<file path="config.mk">
export PLATFORM = sky130hd
export DESIGN_NAME = shift_port_top
export DESIGN_NICKNAME = d
export VERILOG_FILES = /design/src/rtl/ssi_pkg.sv /design/src/rtl/ssi_pin_sync.sv /design/src/rtl/ssi_clk_ctrl.sv /design/src/rtl/ssi_counter.sv /design/src/rtl/ssi_out_latch.sv /design/src/rtl/shift_port_top.sv
export SDC_FILE = /design/constraint.sdc
export NUM_CORES = 1
export LEC_CHECK = 0
export BUFFER_PORTS_ARGS = -buffer_cell sky130_fd_sc_hd__buf_2
export CORE_MARGIN = 5
export CORE_UTILIZATION = 30
export CTS_CLUSTER_SIZE = 16
export DETAILED_ROUTE_END_ITERATION = 8
export PLACE_DENSITY = 0.51
export RECOVER_POWER = 50
export SLEW_MARGIN = 30
export SYNTH_ARGS = -nofsm -noshare
export SYNTH_HDL_FRONTEND = slang
export SYNTH_SLANG_ARGS = --single-unit
</file>
<file path="constraint.sdc">
create_clock -name clk -period 3.04 [get_ports clk]
set_input_delay 0 -clock clk [delete_from_list [all_inputs] [get_ports clk]]
set_output_delay 0 -clock clk [all_outputs]
set_load 0.05 [all_outputs]
</file>
<file path="src/rtl/ssi_pkg.sv">
package ssi_pkg;

  typedef enum logic [1:0] {
    SRC_SW       = 2'b00,
    SRC_TMR      = 2'b01,
    SRC_EXT_RISE = 2'b10,
    SRC_EXT_FALL = 2'b11
  } clk_src_e;

  typedef enum logic [1:0] {
    WM_NONE  = 2'b00,
    WM_THREE = 2'b01,
    WM_RSV2  = 2'b10,
    WM_RSV3  = 2'b11
  } wire_mode_e;

  localparam logic [1:0] ADDR_DATA = 2'd0;
  localparam logic [1:0] ADDR_CTRL = 2'd1;
  localparam logic [1:0] ADDR_STAT = 2'd2;

  localparam int CTRL_STB_BIT = 5;
  localparam int CTRL_IE_BIT  = 4;

endpackage

</file>
<file path="src/rtl/ssi_pin_sync.sv">
module ssi_pin_sync #(
  parameter int W      = 2,
  parameter int STAGES = 2
) (
  input  logic         clk,
  input  logic         rst_n,
  input  logic [W-1:0] pin_i,
  output logic [W-1:0] pin_s_o
);

  logic [W-1:0] stage_q [STAGES];

  always_ff @(posedge clk or negedge rst_n) begin
    if (!rst_n) stage_q[0] <= '0;
    else        stage_q[0] <= pin_i;
  end

  for (genvar s = 1; s < STAGES; s++) begin : g_stage
    always_ff @(posedge clk or negedge rst_n) begin
      if (!rst_n) stage_q[s] <= '0;
      else        stage_q[s] <= stage_q[s-1];
    end
  end

  assign pin_s_o = stage_q[STAGES-1];

endmodule

</file>
<file path="src/rtl/ssi_clk_ctrl.sv">
module ssi_clk_ctrl
  import ssi_pkg::*;
(
  input  logic     clk,
  input  logic     rst_n,
  input  clk_src_e src,
  input  logic     sck_s,
  input  logic     tmr_stb,
  input  logic     sw_stb,
  output logic     shift_evt,
  output logic     cnt_evt,
  output logic     transp
);

  logic sck_d_q;
  logic rise, fall;

  always_ff @(posedge clk or negedge rst_n) begin
    if (!rst_n) sck_d_q <= 1'b0;
    else        sck_d_q <= sck_s;
  end

  assign rise = sck_s & ~sck_d_q;
  assign fall = ~sck_s & sck_d_q;

  always_comb begin
    shift_evt = 1'b0;
    cnt_evt   = 1'b0;
    transp    = 1'b1;
    unique case (src)
      SRC_SW: begin
        shift_evt = sw_stb;
        cnt_evt   = sw_stb;
      end
      SRC_TMR: begin
        shift_evt = tmr_stb;
        cnt_evt   = tmr_stb;
      end
      SRC_EXT_RISE: begin
        shift_evt = rise;
        cnt_evt   = rise | fall;
        transp    = ~sck_s;
      end
      SRC_EXT_FALL: begin
        shift_evt = fall;
        cnt_evt   = rise | fall;
        transp    = sck_s;
      end
      default: ;
    endcase
  end

endmodule

</file>
<file path="src/rtl/ssi_counter.sv">
module ssi_counter #(
  parameter int CW = 4
) (
  input  logic          clk,
  input  logic          rst_n,
  input  logic          step,
  input  logic          wr_en,
  input  logic [CW-1:0] wr_val,
  input  logic          flag_clr,
  output logic [CW-1:0] cnt_o,
  output logic          flag_o
);

  localparam logic [CW-1:0] CNT_MAX = '1;

  logic [CW-1:0] cnt_q;
  logic          flag_q;
  logic          wrap;

  assign wrap = step & ~wr_en & (cnt_q == CNT_MAX);

  always_ff @(posedge clk or negedge rst_n) begin
    if (!rst_n)     cnt_q <= '0;
    else if (wr_en) cnt_q <= wr_val;
    else if (step)  cnt_q <= cnt_q + 1'b1;
  end

  always_ff @(posedge clk or negedge rst_n) begin
    if (!rst_n)        flag_q <= 1'b0;
    else if (wrap)     flag_q <= 1'b1;
    else if (flag_clr) flag_q <= 1'b0;
  end

  assign cnt_o  = cnt_q;
  assign flag_o = flag_q;

endmodule

</file>
<file path="src/rtl/ssi_out_latch.sv">
module ssi_out_latch (
  input  logic clk,
  input  logic rst_n,
  input  logic transp,
  input  logic d,
  output logic q
);

  logic held_q;

  always_ff @(posedge clk or negedge rst_n) begin
    if (!rst_n)      held_q <= 1'b0;
    else if (transp) held_q <= d;
  end

  assign q = transp ? d : held_q;

endmodule

</file>
<file path="src/rtl/shift_port_top.sv">
module shift_port_top
  import ssi_pkg::*;
#(
  parameter int DW          = 8,
  parameter int CW          = 4,
  parameter int SYNC_STAGES = 2
) (
  input  logic          clk,
  input  logic          rst_n,
  input  logic          bus_wr,
  input  logic [1:0]    bus_addr,
  input  logic [DW-1:0] bus_wdata,
  output logic [DW-1:0] bus_rdata,
  input  logic          sdi_pin,
  input  logic          sck_pin,
  input  logic          tmr_match,
  output logic          so,
  output logic          so_oe,
  output logic          irq
);

  localparam int STAT_PAD = DW - CW - 1;

  logic [DW-1:0] dr_q;
  logic          dr_wr, ctl_wr, st_wr;
  logic          sw_stb, flag_clr;
  clk_src_e      src_q;
  wire_mode_e    wm_q;
  logic          ie_q;
  logic [1:0]    pins_s;
  logic          sck_s, sdi_s;
  logic          shift_evt, cnt_evt, transp;
  logic [CW-1:0] cnt_q;
  logic          flag_q;

  assign dr_wr    = bus_wr & (bus_addr == ADDR_DATA);
  assign ctl_wr   = bus_wr & (bus_addr == ADDR_CTRL);
  assign st_wr    = bus_wr & (bus_addr == ADDR_STAT);
  assign sw_stb   = ctl_wr & bus_wdata[CTRL_STB_BIT];
  assign flag_clr = st_wr & bus_wdata[DW-1];

  always_ff @(posedge clk or negedge rst_n) begin
    if (!rst_n) begin
      src_q <= SRC_SW;
      wm_q  <= WM_NONE;
      ie_q  <= 1'b0;
    end else if (ctl_wr) begin
      src_q <= clk_src_e'(bus_wdata[1:0]);
      wm_q  <= wire_mode_e'(bus_wdata[3:2]);
      ie_q  <= bus_wdata[CTRL_IE_BIT];
    end
  end

  ssi_pin_sync #(.W(2), .STAGES(SYNC_STAGES)) u_sync (
    .clk     (clk),
    .rst_n   (rst_n),
    .pin_i   ({sck_pin, sdi_pin}),
    .pin_s_o (pins_s)
  );
  assign sck_s = pins_s[1];
  assign sdi_s = pins_s[0];

  ssi_clk_ctrl u_clk (
    .clk       (clk),
    .rst_n     (rst_n),
    .src       (src_q),
    .sck_s     (sck_s),
    .tmr_stb   (tmr_match),
    .sw_stb    (sw_stb),
    .shift_evt (shift_evt),
    .cnt_evt   (cnt_evt),
    .transp    (transp)
  );

  always_ff @(posedge clk or negedge rst_n) begin
    if (!rst_n)         dr_q <= '0;
    else if (dr_wr)     dr_q <= bus_wdata;
    else if (shift_evt) dr_q <= {dr_q[DW-2:0], sdi_s};
  end

  ssi_counter #(.CW(CW)) u_cnt (
    .clk      (clk),
    .rst_n    (rst_n),
    .step     (cnt_evt),
    .wr_en    (st_wr),
    .wr_val   (bus_wdata[CW-1:0]),
    .flag_clr (flag_clr),
    .cnt_o    (cnt_q),
    .flag_o   (flag_q)
  );

  ssi_out_latch u_latch (
    .clk    (clk),
    .rst_n  (rst_n),
    .transp (transp),
    .d      (dr_q[DW-1]),
    .q      (so)
  );

  assign so_oe = (wm_q == WM_THREE);
  assign irq   = flag_q & ie_q;

  always_comb begin
    bus_rdata = '0;
    unique case (bus_addr)
      ADDR_DATA: bus_rdata = dr_q;
      ADDR_CTRL: begin
        bus_rdata[1:0]         = src_q;
        bus_rdata[3:2]         = wm_q;
        bus_rdata[CTRL_IE_BIT] = ie_q;
      end
      ADDR_STAT: bus_rdata = {flag_q, {STAT_PAD{1'b0}}, cnt_q};
      default:   bus_rdata = '0;
    endcase
  end

endmodule

</file>
### Word level (Yosys, flattened, before mapping)

Index checks and enable logic that the tools add are counted.

| word-level totals | value |
|---|---|
| register bits after elaboration | 24 |
| bits of input ports | 16 |
| output and inout bits | 11 |
| logic and storage cells | 50 |

| operators by class | value |
|---|---|
| $add $sub $neg | 1 |
| eq/ne operators | 7 |
| muxes and demuxes | 12 |
| bitwise logic cells | 14 |
| reductions and logical operators | 6 |

Operators with widths:

| cell | count |
|---|---|
| 8-bit 2-to-1 mux | 2 |
| 5-bit case mux with 3 select lines | 1 |
| 1-bit bitwise AND | 10 |
| 4-bit 2-to-1 mux | 2 |
| 2-bit by 1-bit == test with 1-bit output, second input constant | 3 |
| 2-bit == test, second input constant | 3 |
| 3-bit case mux with 2 select lines | 1 |
| 2-bit nonzero test | 3 |
| 4-bit by 1-bit adder with 4-bit output, second input constant | 1 |
| 4-bit == test, second input constant | 1 |
| 2-bit logical NOT | 2 |
| 1-bit case mux with 4 select lines | 1 |
| 1-bit 2-to-1 mux | 3 |
| 1-bit inverter | 3 |
| 1-bit case mux with 3 select lines | 1 |
| 1-bit case mux with 2 select lines | 1 |
| 2-bit OR reduction | 1 |
| 1-bit bitwise OR | 1 |

### Logic depth before layout (Yosys ltp)

Gate-level depths: netlist (run 1).

| logic depth | value |
|---|---|
| depth after elaboration | 7 |
| gate-level depth with buffers | 6 |
| mapped depth without buffers | 6 |

### Modules after synthesis

Synthesis (run 1) repeated with hierarchy kept, for this count alone.

| second synthesis, totals | value |
|---|---|
| cell total of the unflattened synthesis | 102 |
| area, all modules | 1303.8 µm² |

By module, submodules not included:

| module | instances | cells each | area an instance (µm²) | sequential area each (µm²) |
|---|---|---|---|---|
| shift_port_top | 1 | 61 | 794.5 | 325.3 |
| ssi_counter | 1 | 22 | 244.0 | 125.1 |
| ssi_pin_sync | 1 | 6 | 115.1 | 100.1 |
| ssi_clk_ctrl | 1 | 11 | 110.1 | 25.0 |
| ssi_out_latch | 1 | 2 | 40.0 | 25.0 |

### Least setup slack after synthesis (run 1)

No wires, ideal clock.

| timing | value |
|---|---|
| path type | flip-flop to output port |
| start point | register src_q[0] |
| end point | output port bus_rdata[0] |
| data arrival time | 1595 ps |
| data required time | 3040 ps |
| setup slack | 1445 ps |
| cell stages (with the launch flop) | 3 |
| buffers on the path | 0 |
| cell sequence | dfrtp_1 mux2i_1 o21ai_0 |

| between the ends | value |
|---|---|
| cells in the longest elaborated chain, start to end | 1 |

RTL lines:

| item | line | RTL |
|---|---|---|
| from (decl) | shift_port_top.sv:27 | `clk_src_e src_q;` |
| from (signal assigned) | shift_port_top.sv:48 | `src_q <= clk_src_e'(bus_wdata[1:0]);` |
| 5-bit case mux with 3 select lines | shift_port_top.sv:105 | `unique case (bus_addr)` |
| to (decl) | shift_port_top.sv:13 | `output logic [DW-1:0] bus_rdata,` |

No other way between the ends.

### Worst setup path after layout (run 1)

| timing | value |
|---|---|
| start point | register u_sync.stage_q, in the netlist u_sync.pin_s_o[1] |
| end point | register dr_q[2] |

| between the ends | value |
|---|---|
| cells in the longest elaborated chain, start to end | 4 |
| elaborated cells between the ends (all ways) | 5 |
| classes of those cells | mux: 1; bitwise: 3; reduce/logical: 1 |

RTL lines:

| item | line | RTL |
|---|---|---|
| from (decl) | ssi_pin_sync.sv:11 | `logic [W-1:0] stage_q [STAGES];` |
| from (signal, indexed assignment) | ssi_pin_sync.sv:21 | `else stage_q[s] <= stage_q[s-1];` |
| 1-bit inverter | ssi_clk_ctrl.sv:24 | `assign fall = ~sck_s & sck_d_q;` |
| 1-bit bitwise AND | ssi_clk_ctrl.sv:24 |  |
| 1-bit case mux with 4 select lines * | ssi_clk_ctrl.sv:30 | `unique case (src)` |
| 2-bit nonzero test (no source line) * | - |  |
| to (signal assigned) | shift_port_top.sv:77 | `else if (dr_wr) dr_q <= bus_wdata;` |
| to (signal assigned) | shift_port_top.sv:78 | `else if (shift_evt) dr_q <= {dr_q[DW-2:0], sdi_s};` |
| to (decl) | shift_port_top.sv:24 | `logic [DW-1:0] dr_q;` |

Mark *: on every way between the ends. The rest lies on a longest branch, timed or not.
A chain may end at the register's enable or synchronous reset.

==> results.cfg, run 1 <==
[logic_synthesis]
synthSimpleGateAreaFrac_pct = 12.9
ys_ff_latch = 24
syn_inst = 116
synth_top_area_share_pct = 44.9
ys_warn_count = 0
synth_top_family_by_area = multiplexers
yosysSeqAreaShare_pct = 44.9
syn_nets = 135
yosys.cell_types.count = 27
synth_top_cell_by_area = dfrtp_1
synth_compound_area_share_pct = 8.79
synthMuxAreaShare_pct = 26.1
syn_area_um2 = 1340
syn_avg_cell_area_um2 = 11.5
synth-xor-area-share_pct = 1.31
synthAdderAreaFrac_pct = 2.80
synth_area_leaders = dfrtp_1, mux2_2, mux2i_1

[worst_setup_path]
startpoint_type = register
r2r_slack_ns = 1.31
crit_path_cell_trace = inv_1 -> ha_1 -> mux2i_1 -> a21oi_1 -> a31oi_4 -> mux2_2
cp-startpoint = u_sync.pin_s_o[1]
cp-end-kind = register
cp_max_fo = 8
critPathTopFamily = multiplexers
cp.required_ns = 3.20
cpPeakStageDelay_ns = 0.42
arrival_ns = 1.89
crit_buf_inv = 1
r2r_end = dr_q[2]
rr_worst_depth = 6
reg2reg_from = u_sync.pin_s_o[1]
crit_path_top_delay_cell = dfrtp_1
crit_type = reg2reg

[outcome]
status = complete, no violations

[floorplan]
start_util_pct = 30.7
fp-row-count = 24
ioPinCount = 27
die_x_um = 76.8
die_h_um = 76.8
core_um2 = 4350
dieArea_um2 = 5900

[power_and_ir_drop]
pwr-share-comb_pct = 42.3
p_int_uw = 788
power_switching_uw = 513
totalPowerFinal_mw = 1.30
ir_worst_vdd_mv = 0.288
leakage_nw = 0.748
switching_share_pct = 39.5
power.density_nw_per_um2 = 792
seq_power_share_pct = 40.5
p_clk_share_pct = 17.2

[timing]
fmax_mhz = 577
period_needed_ns = 1.73
finalHoldViolCount = 0
fin_crit_sh_pct = 57.1
rsz0062_at_grt = false
worst_slew_pin_slew_ns = 1.32
holdWs_ns = 0.0129
fin_skew_ns = 0.00510
worst_slew_margin_rel_pct = 12.0
setup_viol = 0
tns_ns = 0
drv_slew = 0

[cells_and_area]
multiInputGateArea_um2 = 694
regArea_um2 = 601
drive_gt1_share_pct = 38.0
n_fill_cell = 423
antenna_cells = 0
final_cell_mix = buf_2, dfrtp_1, mux2_2
nets = 170
final_common_cell = buf_2
area_growth_pct = 22.7
finalNonFillerCells = 202

[cts]
post_cts_buffers = 0
cts.sinks = 24
ctsHoldBuffers = 8
cts_resized = 0
cts_max_level = 1
clockBufferDepth = 2
numCtsBuffers = 3
clock_latency_ns = 0.27
cts-root-buf = clkbuf_8
clkTransAtPathRegs_ns = 0.09
cts_tree = built

[placement]
place_congestion = 0.774
portBuffers = 26
dp_cells = 190
dp_hpwl_um = 2280

[drt]
post_drt_via_cell_ratio = 4.77
dr.pass1.iters = 3
wl_per_cell_um = 14.5
drcViolationCount = 0
routed_wl_um = 2930
drt-initial-drc-count = 57
antenna_left = 0
route.vias.total = 963

[grt]
grt_pass1_wl_um = 5200
grt_overflow_total = 0
grt_usage_pct = 10.9
antenna_found_initial = 0
grt_max_degree = 25
grt_pass1_vias = 1061

[min_path]
hold_start = bus_wdata[1]
worstHoldPathCells = 2
whs_endpoint = src_q[1]
hold_path.class = in2reg

[run]
max_cap_violations = 0
## routing by layer
metal  track usage [%]  share of wire [%]  up-vias
met1              12.8                 44      467
met4              4.72                1.9        0
li1                  -                  -      480
met3              1.64                2.5        5
met2              19.4                 51       11
met5                 0                  0        -
## worst max-delay path by stage
stage	to	depth (start not counted)	slack, ns
3_3_place_gp	dr_q[3]	6	1.37
3_5_place_dp	dr_q[3]	6	1.31
2_1_floorplan	bus_rdata[0]	2	1.44
5_1_grt	dr_q[4]	6	1.17
6_report	dr_q[2]	6	1.31
4_1_cts	dr_q[3]	6	1.30
## Yosys cell counts (all sizes together)
library cell,instances
a31oi,2
nand3b,4
mux2,23
and3,1
o21ai,5
nor2b,1
buf,4
nor3b,1
a21oi,6
dfrtp,24
nor2,8
and3b,1
ha,3
o221ai,1
or3b,1
nand2,9
inv,5
nand4b,1
a311oi,1
xnor2,2
and2,4
mux2i,9
## registers in the layout, indices dropped and copies added (netlist names)
name,cells
u_latch.held_q,1
src_q,2
u_clk.sck_d_q,1
wm_q,2
u_cnt.flag_o,1
u_sync.stage_q,2
dr_q,8
ie_q,1
u_cnt.cnt_o,4
u_sync.pin_s_o,2
## through the flow
step | util (%) | cell area (µm²) | setup WS (ns)
2_1_floorplan | - | 1340 | 1.44
3_3_place_gp | 34.7 | 1510 | 1.37
3_5_place_dp | 34.7 | 1510 | 1.31
4_1_cts | 37.8 | 1640 | 1.30
5_1_grt | 37.7 | 1640 | 1.17
6_report | 37.7 | 1640 | 1.31
## power groups by stage
stage          Clock (mW)  Sequential [mW]  Combinational, mW
6_report            0.223            0.527              0.551
3_3_place_gp            0            0.534              0.540
2_1_floorplan           0            0.498              0.452
3_5_place_dp            0            0.538              0.547
5_1_grt             0.241            0.549              0.601
4_1_cts             0.231            0.530              0.558
## kinds of logic (layout without fill, tap and decap cells)
logic type / after synthesis / in the layout
adders and majority gates: 3 / 3
DFF: 24 / 24
buffers and inverters: 9 / 43
AOI/OAI and AO/OA: 15 / 15
muxes: 32 / 32
xor gates and xnor gates: 2 / 2
and+or+nand+nor: 31 / 31
## final cells by class
class,instances,share of cell area [%]
clock buffers,4,3.35
well taps,52,3.96
flip-flops and latches,24,36.6
repair buffers,34,12.7
multi-input cells,83,42.3
inverters,5,1.14
(Power assumes the default switching activity.)
==> run 2, diff against run 1 <==
- clock period: 3.04 -> 1.7 ns (I/O delays scaled with it)
==> run 2 against run 1 <==
- worst hold slack about the same
- critical path type is now reg2out
- largest power group unchanged
- highest routed layer unchanged
- via count up 2.9%
- largest cell class unchanged
- die area unchanged
- cell area up 4.6%
==> results.cfg, run 2 (synthesis results as in run 1) <==
[outcome]
status = complete, no violations

[cells_and_area]
largest_register_ffs = 8
drive_gt1_share_pct = 42.7
area_growth_pct = 28.4
antenna_cells = 0
final_cell_mix = buf_2, dfrtp_1, mux2_2
final_common_cell = buf_2
regMostFlops = dr_q
nets = 177

[worst_setup_path]
crit_path_top_delay_cell = dfrtp_1
crit_type = reg2out
cp_max_fo = 4
cp-end-kind = output port
cp.required_ns = 1.70
cpPeakStageDelay_ns = 0.42
startpoint_type = register
crit_path_cell_trace = buf_4 -> xnor2_1 -> nor2_1 -> mux2_2 -> buf_2
arrival_ns = 1.64

[timing]
fmax_mhz = 609
tns_ns = 0
drv_slew = 0
fin_skew_ns = 0.00613
fin_crit_sh_pct = 96.6
finalHoldViolCount = 0
worst_slew_margin_rel_pct = 58.9
setup_viol = 0
rsz0062_at_grt = true
period_needed_ns = 1.64
worst_slew_pin_slew_ns = 0.616

[placement]
place_congestion = 0.779
dp_hpwl_um = 2320
portBuffers = 26

[floorplan]
dieArea_um2 = 5900
start_util_pct = 30.7
die_h_um = 76.8
die_x_um = 76.8
fp-row-count = 24
ioPinCount = 27
core_um2 = 4350

[grt]
grt_pass1_wl_um = 5160
grt_use_met2_pct = 17.8
use_met3_pct = 1.64
grt_pass1_vias = 1052
antenna_found_initial = 0
use_met1_pct = 13.7
grt_overflow_total = 0
grt-busiest-layer = met2
grt_usage_pct = 10.7
grt_max_degree = 25

[drt]
dr.pass1.iters = 4
routed_wl_um = 2960
drt-initial-drc-count = 34
post_drt_via_cell_ratio = 4.74
drcViolationCount = 0
antenna_left = 0
route.vias.total = 991
wl_per_cell_um = 14.1

[cts]
clockBufferDepth = 2
clkTransAtPathRegs_ns = 0.09
numCtsBuffers = 3
cts_max_level = 1
cts.sinks = 24
clock_latency_ns = 0.27
cts-root-buf = clkbuf_8
cts_tree = built

[power_and_ir_drop]
power.density_nw_per_um2 = 1380
ir_worst_vdd_mv = 0.563
leakage_nw = 0.791
totalPowerFinal_mw = 2.38

[run]
max_cap_violations = 0

[min_path]
hold_path.class = in2reg
run 2: final cells by class:
type	instances	area [µm²]
fill	431	2640
clock buffer	4	55.1
timing repair buffer	41	275
tap	52	65.1
multi-input combinational	83	704
sequential	24	601
inverter	5	18.8
run 2: through the flow:
stage	cells	setup slack, ns	area, µm²	util, %	hold slack (ns)
after floorplan	116	0.105	1340	-	-0.296
after global placement	195	0.0349	1550	35.5	0.0185
after detailed placement	195	-0.000747	1550	35.5	0.0232
after CTS	208	0.0414	1700	39.1	0.00902
after global routing	209	-0.0156	1720	39.5	0.0113
final	209	0.0577	1720	39.5	0.0130
run 2: worst paths after layout:
kind	start	end	slack (ns)	depth (start not counted)
worst max-delay path	u_sync.pin_s_o[1]	so	0.06	5
worst min-delay path	bus_wdata[1]	src_q[1]	0.01	2
worst max register to register	src_q[1]	dr_q[4]	0.08	5
worst min register to register	u_sync.stage_q[2]	u_sync.pin_s_o[0]	0.37	0
max in group asynchronous	rst_n	dr_q[7]	1.03	2
min in group asynchronous	rst_n	u_sync.stage_q[2]	0.27	2
run 2: timing repair:
action	4_1_cts	5_1_grt
setup buffers	1	1
hold buffers	8	0
resized for setup	0	3
endpoints found under the hold margin	31	0
endpoints found under the setup margin	8	8
cloned	0	0
pin swaps	0	1
run 2: per-layer routing:
layer / share of wire, % / up-vias
met5: 0 / -
met3: 2.4 / 5
met2: 51 / 13
met1: 45 / 485
li1: - / 488
met4: 1.9 / 0
run 2: report_power, final:
group | internal (mW) | switching (mW) | total (mW) | leakage (nW)
combinational | 0.487 | 0.569 | 1.06 | 0.483
sequential | 0.763 | 0.169 | 0.932 | 0.279
clock | 0.207 | 0.184 | 0.391 | 0.0288
run 2: critical path: cells and delay by family, from the launching register on:
family	cells	cell delay, ns
flops	1	0.42
buf+inv	2	0.36
mux	1	0.36
simple gates	1	0.13
xor+xnor	1	0.11
